File: src/rtl/pgm_pkg.sv
package pgm_pkg;
  localparam int IDX_W      = 7;
  localparam int DST_W      = 6;
  localparam int AGGR_W     = 4;
  localparam int AGGR_BASE  = 64;
  localparam int SRC_BASE   = 80;
  localparam int FLOOD_UC_RST = 60;
  localparam int FLOOD_MC_RST = 61;
  localparam int FLOOD_BC_RST = 61;

  typedef enum logic [1:0] {
    KIND_UC  = 2'd0,
    KIND_MC  = 2'd1,
    KIND_BC  = 2'd2,
    KIND_BC2 = 2'd3
  } frame_kind_e;

  typedef enum logic [1:0] {
    PH_IDLE = 2'd0,
    PH_DST  = 2'd1,
    PH_AGGR = 2'd2,
    PH_SRC  = 2'd3
  } lookup_phase_e;
endpackage

File: src/rtl/pgm_index_gen.sv
module pgm_index_gen
  import pgm_pkg::*;
#(
  parameter int NUM_PORTS = 8,
  parameter int PORT_W    = $clog2(NUM_PORTS) + 1
) (
  input  logic              clk,
  input  logic              rst_n,
  input  logic              flood_we_i,
  input  logic [1:0]        flood_sel_i,
  input  logic [DST_W-1:0]  flood_idx_i,
  input  logic              hit_i,
  input  logic [DST_W-1:0]  dest_idx_i,
  input  logic [1:0]        kind_i,
  input  logic [AGGR_W-1:0] aggr_i,
  input  logic [PORT_W-1:0] src_i,
  output logic [IDX_W-1:0]  dst_idx_o,
  output logic [IDX_W-1:0]  aggr_idx_o,
  output logic [IDX_W-1:0]  src_idx_o,
  output logic              src_err_o
);
  logic [DST_W-1:0] fl_uc_q, fl_mc_q, fl_bc_q;
  logic [DST_W-1:0] fl_uc_d, fl_mc_d, fl_bc_d;
  logic [DST_W-1:0] flood_pick;

  // Flood index next state
  always_comb begin
    fl_uc_d = fl_uc_q;
    fl_mc_d = fl_mc_q;
    fl_bc_d = fl_bc_q;
    if (flood_we_i) begin
      case (flood_sel_i)
        2'd0:    fl_uc_d = flood_idx_i;
        2'd1:    fl_mc_d = flood_idx_i;
        2'd2:    fl_bc_d = flood_idx_i;
        default: ;
      endcase
    end
  end

  always_ff @(posedge clk or negedge rst_n) begin
    if (!rst_n) begin
      fl_uc_q <= DST_W'(FLOOD_UC_RST);
      fl_mc_q <= DST_W'(FLOOD_MC_RST);
      fl_bc_q <= DST_W'(FLOOD_BC_RST);
    end else if (flood_we_i) begin
      fl_uc_q <= fl_uc_d;
      fl_mc_q <= fl_mc_d;
      fl_bc_q <= fl_bc_d;
    end
  end

  // Miss path: kind picks the flood index
  always_comb begin
    case (frame_kind_e'(kind_i))
      KIND_UC: flood_pick = fl_uc_q;
      KIND_MC: flood_pick = fl_mc_q;
      default: flood_pick = fl_bc_q;
    endcase
  end

  always_comb begin
    src_err_o  = (int'(src_i) >= NUM_PORTS);
    dst_idx_o  = {1'b0, (hit_i ? dest_idx_i : flood_pick)};
    aggr_idx_o = IDX_W'(AGGR_BASE) + IDX_W'(aggr_i);
    src_idx_o  = src_err_o ? IDX_W'(SRC_BASE) : IDX_W'(SRC_BASE) + IDX_W'(src_i);
  end

  assert_flood_sel3_R9: assert property (@(posedge clk) disable iff (!rst_n)
    (flood_we_i && flood_sel_i == 2'd3) |=>
      ($stable(fl_uc_q) && $stable(fl_mc_q) && $stable(fl_bc_q)));
endmodule

File: src/rtl/pgm_table.sv
module pgm_table
  import pgm_pkg::*;
#(
  parameter int DEPTH  = 88,
  parameter int MASK_W = 9
) (
  input  logic              clk,
  input  logic              rst_n,
  input  logic              wr_en_i,
  input  logic [IDX_W-1:0]  wr_addr_i,
  input  logic [MASK_W-1:0] wr_data_i,
  input  logic [IDX_W-1:0]  rd_addr_i,
  input  logic              lookup_active_i,
  output logic [MASK_W-1:0] rd_data_o
);
  logic [DEPTH-1:0][MASK_W-1:0] mem_q;

  for (genvar e = 0; e < DEPTH; e++) begin : g_entry
    logic ent_we;
    assign ent_we = wr_en_i && (int'(wr_addr_i) == e);
    always_ff @(posedge clk or negedge rst_n) begin
      if (!rst_n)      mem_q[e] <= '0;
      else if (ent_we) mem_q[e] <= wr_data_i;
    end
  end

  // Single read port
  always_comb begin
    rd_data_o = '0;
    for (int e = 0; e < DEPTH; e++) begin
      if (int'(rd_addr_i) == e) rd_data_o = mem_q[e];
    end
  end

  // Table is frozen while a lookup is reading it
  assert_table_frozen_R7: assert property (@(posedge clk) disable iff (!rst_n)
    lookup_active_i |=> $stable(mem_q));
endmodule

File: src/rtl/pgm_lookup_seq.sv
module pgm_lookup_seq
  import pgm_pkg::*;
#(
  parameter int MASK_W = 9
) (
  input  logic              clk,
  input  logic              rst_n,
  input  logic              req_valid_i,
  input  logic [IDX_W-1:0]  dst_idx_i,
  input  logic [IDX_W-1:0]  aggr_idx_i,
  input  logic [IDX_W-1:0]  src_idx_i,
  input  logic              src_err_i,
  input  logic [MASK_W-1:0] rd_data_i,
  output logic [IDX_W-1:0]  rd_addr_o,
  output logic              busy_o,
  output logic              res_valid_o,
  output logic [MASK_W-1:0] res_mask_o,
  output logic              res_err_o
);
  lookup_phase_e     phase_q, phase_d;
  logic [IDX_W-1:0]  dst_q, aggr_q, src_q;
  logic              err_q;
  logic [MASK_W-1:0] acc_q, acc_d;
  logic              valid_q, valid_d;
  logic [MASK_W-1:0] mask_q, mask_d;
  logic              rerr_q, rerr_d;
  logic              accept, acc_en, res_en;

  assign accept = req_valid_i && (phase_q == PH_IDLE);
  assign acc_en = (phase_q == PH_DST) || (phase_q == PH_AGGR);
  assign res_en = (phase_q == PH_SRC);

  always_comb begin
    case (phase_q)
      PH_AGGR: rd_addr_o = aggr_q;
      PH_SRC:  rd_addr_o = src_q;
      default: rd_addr_o = dst_q;
    endcase
  end

  always_comb begin
    phase_d = phase_q;
    acc_d   = acc_q;
    mask_d  = mask_q;
    rerr_d  = rerr_q;
    valid_d = 1'b0;
    case (phase_q)
      PH_IDLE: if (accept) phase_d = PH_DST;
      PH_DST: begin
        acc_d   = rd_data_i;
        phase_d = PH_AGGR;
      end
      PH_AGGR: begin
        acc_d   = acc_q & rd_data_i;
        phase_d = PH_SRC;
      end
      PH_SRC: begin
        mask_d  = err_q ? '0 : (acc_q & rd_data_i);
        rerr_d  = err_q;
        valid_d = 1'b1;
        phase_d = PH_IDLE;
      end
      default: phase_d = PH_IDLE;
    endcase
  end

  always_ff @(posedge clk or negedge rst_n) begin
    if (!rst_n) begin
      phase_q <= PH_IDLE;
      valid_q <= 1'b0;
    end else begin
      phase_q <= phase_d;
      valid_q <= valid_d;
    end
  end

  always_ff @(posedge clk or negedge rst_n) begin
    if (!rst_n) begin
      dst_q  <= '0;
      aggr_q <= '0;
      src_q  <= '0;
      err_q  <= 1'b0;
    end else if (accept) begin
      dst_q  <= dst_idx_i;
      aggr_q <= aggr_idx_i;
      src_q  <= src_idx_i;
      err_q  <= src_err_i;
    end
  end

  always_ff @(posedge clk or negedge rst_n) begin
    if (!rst_n)      acc_q <= '0;
    else if (acc_en) acc_q <= acc_d;
  end

  always_ff @(posedge clk or negedge rst_n) begin
    if (!rst_n) begin
      mask_q <= '0;
      rerr_q <= 1'b0;
    end else if (res_en) begin
      mask_q <= mask_d;
      rerr_q <= rerr_d;
    end
  end

  assign busy_o      = (phase_q != PH_IDLE);
  assign res_valid_o = valid_q;
  assign res_mask_o  = mask_q;
  assign res_err_o   = rerr_q;

  assert_result_after_reads_R6: assert property (@(posedge clk) disable iff (!rst_n)
    valid_q |-> $past(phase_q == PH_SRC));
  assert_no_valid_while_busy_R6: assert property (@(posedge clk) disable iff (!rst_n)
    busy_o |-> !valid_q);
  assert_busy_holds_R6: assert property (@(posedge clk) disable iff (!rst_n)
    (phase_q == PH_DST) |=> (phase_q == PH_AGGR));
  assert_err_zero_mask_R8: assert property (@(posedge clk) disable iff (!rst_n)
    (valid_q && rerr_q) |-> (mask_q == '0));
endmodule

File: src/rtl/pgm_resolver.sv
module pgm_resolver
  import pgm_pkg::*;
#(
  parameter int NUM_PORTS = 8,
  parameter int PORT_W    = $clog2(NUM_PORTS) + 1
) (
  input  logic                 clk,
  input  logic                 rst_n,
  input  logic                 req_valid,
  input  logic                 req_hit,
  input  logic [5:0]           req_dest_idx,
  input  logic [1:0]           req_kind,
  input  logic [3:0]           req_aggr,
  input  logic [PORT_W-1:0]    req_src,
  output logic                 busy,
  output logic                 res_valid,
  output logic [NUM_PORTS:0]   res_mask,
  output logic                 res_err,
  input  logic                 cfg_tbl_we,
  input  logic [6:0]           cfg_addr,
  input  logic [NUM_PORTS:0]   cfg_wdata,
  input  logic                 cfg_flood_we,
  input  logic [1:0]           cfg_flood_sel,
  input  logic [5:0]           cfg_flood_idx
);
  localparam int MASK_W = NUM_PORTS + 1;
  localparam int DEPTH  = SRC_BASE + NUM_PORTS;

  logic [IDX_W-1:0]  dst_idx, aggr_idx, src_idx, rd_addr;
  logic              src_err;
  logic [MASK_W-1:0] rd_data;
  logic              tbl_we;

  // Table writes wait for an idle table
  assign tbl_we = cfg_tbl_we && !busy && (int'(cfg_addr) < DEPTH);

  pgm_index_gen #(.NUM_PORTS(NUM_PORTS), .PORT_W(PORT_W)) u_idx (
    .clk        (clk),
    .rst_n      (rst_n),
    .flood_we_i (cfg_flood_we),
    .flood_sel_i(cfg_flood_sel),
    .flood_idx_i(cfg_flood_idx),
    .hit_i      (req_hit),
    .dest_idx_i (req_dest_idx),
    .kind_i     (req_kind),
    .aggr_i     (req_aggr),
    .src_i      (req_src),
    .dst_idx_o  (dst_idx),
    .aggr_idx_o (aggr_idx),
    .src_idx_o  (src_idx),
    .src_err_o  (src_err)
  );

  pgm_table #(.DEPTH(DEPTH), .MASK_W(MASK_W)) u_tbl (
    .clk            (clk),
    .rst_n          (rst_n),
    .wr_en_i        (tbl_we),
    .wr_addr_i      (cfg_addr),
    .wr_data_i      (cfg_wdata),
    .rd_addr_i      (rd_addr),
    .lookup_active_i(busy),
    .rd_data_o      (rd_data)
  );

  pgm_lookup_seq #(.MASK_W(MASK_W)) u_seq (
    .clk        (clk),
    .rst_n      (rst_n),
    .req_valid_i(req_valid),
    .dst_idx_i  (dst_idx),
    .aggr_idx_i (aggr_idx),
    .src_idx_i  (src_idx),
    .src_err_i  (src_err),
    .rd_data_i  (rd_data),
    .rd_addr_o  (rd_addr),
    .busy_o     (busy),
    .res_valid_o(res_valid),
    .res_mask_o (res_mask),
    .res_err_o  (res_err)
  );

  assert_valid_follows_busy_R6: assert property (@(posedge clk) disable iff (!rst_n)
    res_valid |-> $past(busy));
endmodule

File: config.mk
export PLATFORM = sky130hd
export DESIGN_NAME = pgm_resolver
export DESIGN_NICKNAME = d
export VERILOG_FILES = /design/src/rtl/pgm_pkg.sv /design/src/rtl/pgm_index_gen.sv /design/src/rtl/pgm_table.sv /design/src/rtl/pgm_lookup_seq.sv /design/src/rtl/pgm_resolver.sv
export SDC_FILE = /design/constraint.sdc
export NUM_CORES = 2
export LEC_CHECK = 0
export ABC_AREA = 1
export BUFFER_PORTS_ARGS = -buffer_cell sky130_fd_sc_hd__clkbuf_2
export CAP_MARGIN = 20
export CORE_MARGIN = 1
export CORE_UTILIZATION = 30
export CTS_CLUSTER_SIZE = 25
export DETAILED_ROUTE_END_ITERATION = 12
export GPL_TIMING_DRIVEN = 0
export SLEW_MARGIN = 20
export SYNTH_ARGS = -nofsm -noshare
export SYNTH_HDL_FRONTEND = slang
export SYNTH_HIERARCHICAL = 1
export SYNTH_SLANG_ARGS = --single-unit
File: constraint.sdc
create_clock -name clk -period 5.49 [get_ports clk]
set_clock_uncertainty 0.05 [all_clocks]
set_input_delay 1.098 -clock clk [delete_from_list [all_inputs] [get_ports clk]]
set_output_delay 1.098 -clock clk [all_outputs]
set_load 0.01 [all_outputs]
==> summary.txt <==
Worst setup path
  • Slowest-stage cell, CP: dfrtp_2
  • Arrival @ worst endpoint: 7.87 ns
  • Startpoint types: register
  • Top Family by Delay on Critical Path: simple AND/OR/NAND/NOR gates
  • Crit Path Class: reg -> reg
  • Slowest cell delay on critical path: 0.46 ns
  • Critical Path End Type: register
  • Worst path required time: roughly 6.0 ns
  • Worst path buffer plus inverter count: 1
  • Crit-path max FO: 5
  • Cell mode on critical path: nand4_1

Floorplanning
  • Die Span Y: 361 um
  • IO Count: 58
  • Core area: around 130,000 sq um
  • Rows: 131
  • Initial Util: a little under a third
  • Die area: 130,000 sq um
  • DIE WIDTH: 361 um

STA
  • Final setup fails: 18
  • Period Utilization, post-route: 134%
  • Worst-Margin Slew: between 1 and 1.5 ns
  • Rel. slew slack: 21.6%
  • Fin worst setup slack: -1.85 ns
  • RSZ-0062 raised after global routing: true
  • Min Tclk post-route: roughly 7.3 ns
  • Max Freq: 136 MHz
  • Final Max Tran Viols: 0
  • Final hold vios: 0

Placed design
  • # port buffers: 52
  • Dpl cell area: 41,300 sq um
  • Placed cells: approximately 6,600
  • Dpl hpwl: 85.9 mm
  • Placer Congestion: 0.933

Finish
  • Layout Area Growth over Synthesis: 18.8%
  • Filler cell count: about 13,000
  • Ant. Diodes: 0
  • Final core occ: between 30% and 40%
  • Multi-input gate area in the final layout: around 16,000 sq um
  • Design Area, Final: 45,800 sq um
  • NumNets Final: 5,101
  • FF/Latch Area: roughly 21,000 sq um
  • Non-filler cells, final: ~6,800
  • Share of cells above drive strength 1: 12.1%

Synthesis
  • Post-synth EDFFs: 0
  • Synthesized flop and latch total: 854
  • Most common cell in the netlist: nand2_1
  • Area leader, netlist: dfrtp_1
  • Sequential share of the synthesized area: 55.5%
  • Synth top area share: a little over half
  • Warnings, synthesis: 6
  • Mean Syn Cell Area: about 8 sq um
  • Synth area leaders: dfrtp_1 (55%), nand2_1 (17%), o21ai_0 (10%)
  • Ys async rst share: 100%
  • Post-synth cell types: 34
  • Ys flop type: dfrtp_1
  • Synth top cells by count: nand2_1 (1,718), dfrtp_1 (840), o21ai_0 (809)
  • Synthesized area: 38,600 sq um
  • Mapped Cells: 4,826

Power and ir drop
  • VDD IR-drop max: 0.298 mV
  • Leakage: about 21 nW
  • Pwr dens: 420 nW/um^2

Clocking
  • Root Driver: clkbuf_16
  • H-tree Lvls: 3
  • Sink Count: roughly 850
  • Maximum root-to-sink buffer count: 3
  • Later-pin clock latency in the skew report: 0.69 ns
  • TritonCTS clock tree: done
  • CTS Buf Count: 95
  • Worst-path clk slew: 0.06 ns
  • Hold bufs inserted after CTS: 0

Global routing
  • Total grt overflow: 0
  • Largest net degree at the start of global routing: 90
  • Antenna violations before repair: 3
  • First-pass GRT wire length: around 190 mm
  • GRT Total Usage: between 10% and 20%
  • Vias in the first global route: 32,500

Route
  • Via density: 5.01
  • Post-route ant nets: 0
  • DRT iter0 DRCs: 3,604
  • DR WL/cell: 18.4 um
  • Drc violations: 0
  • Drt total wl: around 120 mm
  • Detailed Routing Iterations Pass 1: 7
  • Via count: ~34,000

Outcome
  • Outcome: complete, but fails checks
  • Failing checks: negative setup slack

Hold path
  • Worst Hold Class: in -> async

Run
  • Max Cap Violations: 0
-- logic make-up after synthesis --
logic type               Yosys count  share of synthesized area [%]
AND/OR/NAND/NOR                 2418                           25.8
AO/OA/AOI/OAI                    985                           12.8
buffers and inverters            562                           5.78
other                              2                         0.0195
adder cells (fa/ha/maj)            5                          0.162
flip-flops                       854                           55.5
-- cell type report --
cell class,count,area share (%)
Clock buffer,134,5.95
Timing Repair Buffer,120,2.42
Buffer,227,2.16
Inverter,335,2.82
Clock inverter,41,1.09
Sequential cell,854,46.7
Tap cell,1662,4.54
Multi-Input combinational cell,3417,34.4
-- worst paths after layout --
check | startpoint | end | slack [ns] | depth (start not counted)
setup / recovery | u_seq/phase_q[1]$_DFFE_PN0P_ | u_seq/res_mask_o[6]$_DFFE_PN0N_ | -1.85 | 58
hold / removal | rst_n | u_tbl/mem_q[680]$_DFFE_PN0P_ | 0.39 | 1
setup reg to reg | u_seq/phase_q[1]$_DFFE_PN0P_ | u_seq/res_mask_o[6]$_DFFE_PN0N_ | -1.85 | 58
hold reg to reg | u_idx/fl_bc_q[0]$_DFFE_PN1P_ | u_idx/fl_bc_q[0]$_DFFE_PN1P_ | 0.42 | 2
max in group asynchronous | rst_n | u_tbl/mem_q[255]$_DFFE_PN0P_ | 2.65 | 6
min in group clk | u_idx/fl_bc_q[0]$_DFFE_PN1P_ | u_idx/fl_bc_q[0]$_DFFE_PN1P_ | 0.42 | 2
-- cell usage in the layout, fill, tap and decap left out, types with 6 or more instances in the layout --
master and count:
dfrtp_1 839, inv_4 6, nand4_1 141, clkinv_2 23
nor3_1 13, or2_2 74, buf_16 11, clkbuf_8 20
inv_1 302, o21ai_0 802, nand2_4 12, nand3_2 52
conb_1 8, buf_6 17, nor2_2 29, dfstp_2 14
bufinv_16 9, nand2_1 1640, clkbuf_2 52, buf_4 56
o21ai_1 26, nor2_4 19, nor2_1 273, a21oi_1 147
buf_12 6, nand2_2 73, nand3_1 76, clkbuf_1 216
inv_2 18, clkbuf_16 96
-- where the power goes --
group	switching, mW	internal, mW	leakage, nW
logic	3.83	1.76	7.30
registers	0.277	6.81	11.7
clock network	2.69	3.90	1.59
-- metrics by stage --
step | hold WS (ns) | setup WS, ns | total power, mW | setup TNS (ns)
2_1_floorplan | 0.392 | 0.553 | 9.71 | 0
3_3_place_gp | 0.406 | -17.88 | 11.6 | -
3_5_place_dp | 0.409 | -2.85 | 11.7 | -44.57
4_1_cts | 0.385 | -1.88 | 19.1 | -28.46
5_1_grt | 0.419 | -2.42 | 20.2 | -38.02
6_report | 0.387 | -1.85 | 19.3 | -28.82
-- sequential cells by signal (all words and copies together) (netlist names) --
signal             count
u_seq/err_q            1
u_idx/fl_uc_q          6
u_seq/res_mask_o       9
u_seq/acc_q            9
u_seq/aggr_q           7
u_tbl/mem_q          792
u_seq/res_valid_o      1
u_seq/res_err_o        1
u_idx/fl_bc_q          6
u_seq/src_q            7
u_idx/fl_mc_q          6
u_seq/phase_q          2
u_seq/dst_q            7
-- repair_timing --
| item | in CTS | in global routing |
|---|---|---|
| hold endpoints to repair | 0 | 0 |
| setup endpoints to repair | 18 | 18 |
| buffers inserted | 46 | 12 |
| cloned | 1 | 0 |
| pin swaps | 46 | 58 |
| gates resized for setup | 175 | 69 |
-- routing by layer --
metal	global-route usage [%]	wire, um	vias to the layer above
li1	-	-	16000
met1	26.5	56200	16700
met2	29.0	55500	1141
met3	3.74	8800	216
met4	7.10	4410	4
met5	0	27	-
(Power assumes the default switching activity.)
